<file path="config.mk">
export PLATFORM = sky130hd
export DESIGN_NAME = pot_rate_ctl
export DESIGN_NICKNAME = d
export VERILOG_FILES = /design/src/rtl/rc_pkg.sv /design/src/rtl/rc_accum.sv /design/src/rtl/rc_deadband.sv /design/src/rtl/pot_rate_ctl.sv
export SDC_FILE = /design/constraint.sdc
export NUM_CORES = 1
export LEC_CHECK = 0
export ABC_AREA = 1
export CORE_MARGIN = 2
export CORE_UTILIZATION = 39
export DETAILED_ROUTE_END_ITERATION = 6
export SYNTH_ARGS = -nofsm -noshare
export SYNTH_HDL_FRONTEND = slang
export SYNTH_HIERARCHICAL = 1
export SYNTH_SLANG_ARGS = --single-unit
</file>
<file path="constraint.sdc">
create_clock -name clk -period 13.9 [get_ports clk]
set_input_delay 3.475 -clock clk [delete_from_list [all_inputs] [get_ports clk]]
set_output_delay 3.475 -clock clk [all_outputs]
set_load 0.1 [all_outputs]
</file>
<file path="src/rtl/rc_pkg.sv">
// Shared defaults for the pot rate controller.
// Assumes: nothing; holds only constants used as parameter defaults.
package rc_pkg;
    localparam int RC_ADC_W = 10;
    localparam int RC_ACC_W = 24;
    localparam int RC_CNT_W = 8;
    localparam int RC_RATE_W = 16;
    localparam int RC_SHIFT = 4;
    localparam logic [RC_RATE_W-1:0] RC_MIN_RATE = 16'h0080;
    localparam logic [RC_RATE_W-1:0] RC_DEADBAND = 16'h0010;
endpackage

</file>
<file path="src/rtl/rc_accum.sv">
// Window accumulator: sums conversion results over 2**CNT_W strobes and
// flags the strobe that closes a window.
// Assumes: conv_valid is a one-cycle strobe; ACC_W is wide enough for a full
// window of maximum samples.
module rc_accum #(
    parameter int ADC_W = 10,
    parameter int ACC_W = 24,
    parameter int CNT_W = 8
) (
    input  logic             clk,
    input  logic             rst_n,
    input  logic             conv_valid,
    input  logic [ADC_W-1:0] conv_data,
    output logic [ACC_W-1:0] sum_now,
    output logic             eval_now
);
    localparam int PAD_W = ACC_W - ADC_W;

    logic [ACC_W-1:0] acc_q;
    logic [CNT_W-1:0] left_q;

    // Running sum including the sample that is arriving this cycle.
    always_comb begin
        sum_now  = acc_q + {{PAD_W{1'b0}}, conv_data};
        eval_now = conv_valid && (left_q == '0);
    end

    // Add each strobed sample; restart from zero when the window closes.
    always_ff @(posedge clk) begin
        if (!rst_n) begin
            acc_q  <= '0;
            left_q <= '1;
        end else if (conv_valid) begin
            left_q <= left_q - 1'b1;
            acc_q  <= eval_now ? '0 : sum_now;
        end
    end
endmodule

</file>
<file path="src/rtl/rc_deadband.sv">
// Candidate former and deadband test: scales a window sum, adds the minimum
// rate, and decides whether the change from the current rate is large enough.
// Assumes: purely combinational; the caller registers the result.
module rc_deadband #(
    parameter int ACC_W = 24,
    parameter int RATE_W = 16,
    parameter int SHIFT = 4,
    parameter logic [RATE_W-1:0] MIN_RATE = 16'h0080,
    parameter logic [RATE_W-1:0] DEADBAND = 16'h0010
) (
    input  logic [ACC_W-1:0]  sum_i,
    input  logic [RATE_W-1:0] cur_rate,
    output logic [RATE_W-1:0] cand_o,
    output logic              accept_o
);
    logic [RATE_W:0] delta;
    logic [RATE_W:0] mag;

    // Form the candidate and compare its distance with the threshold.
    always_comb begin
        cand_o   = RATE_W'(sum_i >> SHIFT) + MIN_RATE;
        delta    = {1'b0, cand_o} - {1'b0, cur_rate};
        mag      = delta[RATE_W] ? (~delta + 1'b1) : delta;
        accept_o = (mag >= {1'b0, DEADBAND});
    end
endmodule

</file>
<file path="src/rtl/pot_rate_ctl.sv">
// Oversampled pot rate controller: holds the oscillator rate word and
// replaces it with a new window candidate when the deadband test passes.
// Assumes: synchronous active-low reset; one-cycle conversion strobes.
module pot_rate_ctl #(
    parameter int ADC_W = rc_pkg::RC_ADC_W,
    parameter int ACC_W = rc_pkg::RC_ACC_W,
    parameter int CNT_W = rc_pkg::RC_CNT_W,
    parameter int RATE_W = rc_pkg::RC_RATE_W,
    parameter int SHIFT = rc_pkg::RC_SHIFT,
    parameter logic [RATE_W-1:0] MIN_RATE = rc_pkg::RC_MIN_RATE,
    parameter logic [RATE_W-1:0] DEADBAND = rc_pkg::RC_DEADBAND
) (
    input  logic              clk,
    input  logic              rst_n,
    input  logic              conv_valid,
    input  logic [ADC_W-1:0]  conv_data,
    output logic [RATE_W-1:0] rate_o,
    output logic              upd_o
);
    logic [ACC_W-1:0]  win_sum;
    logic              win_eval;
    logic [RATE_W-1:0] cand;
    logic              cand_ok;

    rc_accum #(.ADC_W(ADC_W), .ACC_W(ACC_W), .CNT_W(CNT_W)) u_acc (
        .clk(clk), .rst_n(rst_n), .conv_valid(conv_valid),
        .conv_data(conv_data), .sum_now(win_sum), .eval_now(win_eval)
    );

    rc_deadband #(.ACC_W(ACC_W), .RATE_W(RATE_W), .SHIFT(SHIFT),
                  .MIN_RATE(MIN_RATE), .DEADBAND(DEADBAND)) u_db (
        .sum_i(win_sum), .cur_rate(rate_o), .cand_o(cand), .accept_o(cand_ok)
    );

    // Load the accepted candidate and raise the one-cycle change pulse.
    always_ff @(posedge clk) begin
        if (!rst_n) begin
            rate_o <= MIN_RATE;
            upd_o  <= 1'b0;
        end else begin
            upd_o <= win_eval && cand_ok;
            if (win_eval && cand_ok) rate_o <= cand;
        end
    end
endmodule

</file>
* Word-level counts from Yosys, hierarchy flattened *
Index checks and enable logic that the tools add are counted.

word-level totals
  register bits = 49
  latch bits = 0
  bits in writable memories = 0
  bits in read-only memories = 0
  bits of input ports = 13
  memories = 0

cells by class
  $add $sub $neg = 5
  $mul = 0
  divide/modulo/power cells = 0
  $lt $le $gt $ge = 1
  equality and inequality tests = 0
  shift operators = 0
  muxes and demuxes = 2
  bitwise logic cells = 1
  reduce and logical (&&, ||, !) cells = 3

operators by type and width
  operator                                                                count
  24-bit by 10-bit adder with 24-bit output                               1
  24-bit 2-to-1 mux                                                       1
  17-bit by 1-bit adder with 17-bit output, second input constant         1
  17-bit by 5-bit >= comparator with 1-bit output, second input constant  1
  17-bit 2-to-1 mux                                                       1
  17-bit inverter                                                         1
  16-bit by 16-bit subtractor with 17-bit output                          1
  16-bit by 8-bit adder with 16-bit output, second input constant         1
  8-bit zero test                                                         1
  8-bit by 1-bit subtractor with 8-bit output, second input constant      1
  1-bit logical AND                                                       2

* Longest topological paths before layout *
  depth after elaboration = 8
  mapped depth = 37
  depth with buffers taken out = 36

* Modules after synthesis *
The synthesis kept the hierarchy.

by module, submodules not included
  module        instances  cells an instance  area each (sq um)  seq. area each (sq um)
  rc_accum      1          381                2364.8             640.6
  rc_deadband   1          370                1798.0             0.0
  pot_rate_ctl  1          103                701.9              340.3

* Worst setup path after synthesis *
No wires, ideal clock.

  path type = input -> register
  from = input conv_data[0]
  to = register rate_o[10]
  data arrival time = 7.350 ns
  data required time = 13.787 ns
  slack = 6.437 ns
  cell stages on the path = 30
  buffers on the path = 2
  path through = ha_1 fa_1 nand3_1 nand3_1 nand3_1 nand3_2 or2_1 and2_1 ha_1 nand3_1 nand3b_1 xor2_1 inv_1 ha_1 a21oi_1 o21ai_0 a21oi_1 nand2_2 inv_4 buf_6 nand4_1 a21oi_1 nand3_1 nor2_1 nand2_1 nand2_2 buf_6 nand2_2 nand2_1 nor2_1

on the way
  cells in the longest elaborated chain, start to end = 8

ends and longest elaborated chain
  element                                              RTL line            text
  start, declared                                      pot_rate_ctl.sv:16  input logic [ADC_W-1:0] conv_data,
  24-bit by 10-bit adder with 24-bit output (*)        rc_accum.sv:24      sum_now = acc_q + {{PAD_W{1'b0}}, conv_data};
  via win_sum[12]                                      pot_rate_ctl.sv:20  logic [ACC_W-1:0] win_sum;
  16-bit by 8-bit adder with 16-bit output (*)         rc_deadband.sv:21   cand_o = RATE_W'(sum_i >> SHIFT) + MIN_RATE;
  via cand[13]                                         pot_rate_ctl.sv:22  logic [RATE_W-1:0] cand;
  16-bit by 16-bit subtractor with 17-bit output (*)   rc_deadband.sv:22   delta = {1'b0, cand_o} - {1'b0, cur_rate};
  17-bit inverter                                      rc_deadband.sv:23   mag = delta[RATE_W] ? (~delta + 1'b1) : delta;
  17-bit by 1-bit adder with 17-bit output             rc_deadband.sv:23
  17-bit 2-to-1 mux (*)                                rc_deadband.sv:23
  17-bit by 5-bit >= comparator with 1-bit output (*)  rc_deadband.sv:24   accept_o = (mag >= {1'b0, DEADBAND});
  via cand_ok                                          pot_rate_ctl.sv:23  logic cand_ok;
  1-bit logical AND (*)                                pot_rate_ctl.sv:42  if (win_eval && cand_ok) rate_o <= cand;
  end signal, assigned                                 pot_rate_ctl.sv:42
  end, declared                                        pot_rate_ctl.sv:17  output logic [RATE_W-1:0] rate_o,

The timed path passes the listed nets; every way through them passes the cells marked *.
A chain may end at the register's enable or synchronous reset.

* Worst setup path in the final report *
  from = input conv_data[0]
  to = register rate_o[2]

The elaborated chain is that of the path after synthesis.

==> qor.csv <==
stage;metric;value;unit
run_status;status;finished clean;
drt;number of vias per cell;4.82;
die;die area;0.0125;sq mm
placed_design;Port Buffers;29;
synth;Post-Syn Area;0.00452;sq mm
die;core area;0.0114;sq mm
worst_setup_path;Crit Path Class;input port to register;
worst_hold_path;Hold Path Class;register to register;
die;row count;39;
drt;# DRC;0;
synth;syn_area_per_cell;5.72;sq um
finish;commonest cells after routing, fill and taps aside;274 x nand2_1, 131 x inv_1, 75 x nand3_1, 73 x nor2_1, 45 x dfxtp_1;
power_and_ir_drop;pwr dens;112;mW/mm^2
worst_setup_path;Crit path max-delay family;simple AND/OR/NAND/NOR gates;
placed_design;routability cong.;0.895;
finish;layout cells sized above 1;6.20;%
sta;Period minus WS final;8.47;ns
sta;Final period util;60.9;%
clock_network;Num CTS Buffers;5;
sta;final-report hold violation count;0;
global_route;met3 usage;1.52;%
clock_network;H-tree Lvls;2;
clock_network;Sink Count;45;
clock_network;cts repair resizes;0;
clock_network;CTS tree;done;
global_route;vias in the first global route;4319;
worst_setup_path;CP max-delay cell;nand2_2;
global_route;GR Util met1;21.5;%
worst_setup_path;Req. time, crit path;14.08;ns
worst_setup_path;startpoint types;input port;
sta;Worst Tran Pin Value;0.974;ns
finish;fin nets;851;
drt;Initial DRC Count;230;
worst_setup_path;Critical Path Fanout Max;32;
drt;WL per Instance;11.1;um
drt;drt first pass iters;6;
sta;Max Slew Vio Count;0;
global_route;met2 Track Usage GR;31.8;%
power_and_ir_drop;P_leak;2.73;nW
global_route;largest net degree at the start of global routing;33;
finish;commonest non-fill, non-tap cell in the layout;nand2_1;
finish;Non-Filler Instances;950;
global_route;Most Used Layer, Global Route;met2;
finish;n_diodes;0;
die;Top-Level Pins;30;
clock_network;Clock Latency Late Sink;0.29;ns
synth;post-synth net total;835;
synth;yosys warns;6;
sta;Worst Skew;0.00664;ns
clock_network;Setup Buffers After CTS;0;
sta;endpoints failing setup;0;
die;die outline height;112;um
drt;vias post-DR;4583;
placed_design;placed wire-length estimate;8.56;mm
worst_setup_path;Crit path buffers/inverters;3;
global_route;first-pass GRT wire length;18.6;mm
clock_network;Root Buffer;clkbuf_16;
power_and_ir_drop;peak supply drop;49.8;uV
die;Initial Util;39.7;%
clock_network;worst-case clock buffer depth;2;
clock_network;hold buffers post-CTS;0;
worst_setup_path;crit-path max cell delay;0.45;ns
global_route;initial antenna violation count;0;
die;Die X;112;um
worst_setup_path;Crit path top cell by count;nand3_1;
worst_setup_path;Worst EP arrival;8.65;ns
global_route;gr ovfl total;0;
global_route;GRT Overall Usage;17.4;%
clock_network;Clk pin slew, worst setup/hold paths;0.07;ns
drt;Final ANT Viol Nets;0;
synth;Syn Inst Count;790;
sta;fmax;118;MHz
sta;setup tns final;0;ns
drt;final wirelength;10.5;mm
placed_design;placed cells;942;
sta;RSZ-0062 raised after global routing;false;
job;maxcap violations;0;
worst_setup_path;CP endpoint kind;register;
sta;Slew Limit Headroom;34.9;%
finish;area delta synth->final;10.5;%
-- state kept, by name, indices dropped and copies added (netlist names) --
register	cells
upd_o	1
rate_o	16
u_acc/left_q	8
u_acc/acc_q	20
-- worst reg2reg max path, delay by kind of cell, from the launching register on --
family                     cells  cell delay [ns]
adders and majority gates      4             1.19
and+or+nand+nor               17             2.41
buffers and inverters          2             0.26
DFF                            1             0.31
xor gates and xnor gates       1             0.15
AOI/OAI and AO/OA              4             0.72
-- metrics by stage --
| step | worst slack (ns) | cell area (sq um) | total power, mW | hold slack (ns) | utilization [%] |
|---|---|---|---|---|---|
| 6_report | 5.43 | 4990 | 0.561 | 0.469 | 43.9 |
| 5_1_grt | 4.88 | 4990 | 0.616 | 0.503 | 43.9 |
| 4_1_cts | 5.44 | 4990 | 0.563 | 0.473 | 43.9 |
| 3_5_place_dp | 5.15 | 4850 | 0.440 | 0.459 | 42.6 |
| 3_3_place_gp | 5.23 | 4850 | 0.435 | 0.452 | 42.6 |
| 2_1_floorplan | 6.47 | 4520 | 0.390 | 0.442 | - |
-- power breakdown --
| group | switching [mW] | internal (mW) |
|---|---|---|
| sequential | 0.00269 | 0.133 |
| combinational | 0.203 | 0.101 |
| clock | 0.0538 | 0.0670 |
| total | 0.260 | 0.301 |
-- layer usage --
layer / part of all wire, % / vias to the layer above
li1: - / 2458
met1: 48 / 2046
met2: 48 / 61
met3: 2.2 / 18
met4: 2.0 / 0
met5: 0 / -
-- worst paths after layout --
| path | start | cells after the start | end | slack (ns) |
|---|---|---|---|---|
| hold reg to reg | u_acc/acc_q[9] | 2 | u_acc/acc_q[9] | 0.47 |
| hold / removal | u_acc/acc_q[9] | 2 | u_acc/acc_q[9] | 0.47 |
| setup reg to reg | u_acc/acc_q[0] | 28 | rate_o[2] | 8.74 |
| setup / recovery | conv_data[0] | 29 | rate_o[2] | 5.43 |
-- cell type report --
type                       instances  area, sq um
tap                              143          179
sequential                        45          901
clock buffer                       5          125
clock inverter                     3         21.3
inverter                         139          524
multi-input combinational        586         2950
timing repair buffer              29          290
fill                            1256         6380
No activity file was read; power rests on OpenSTA's default activity.
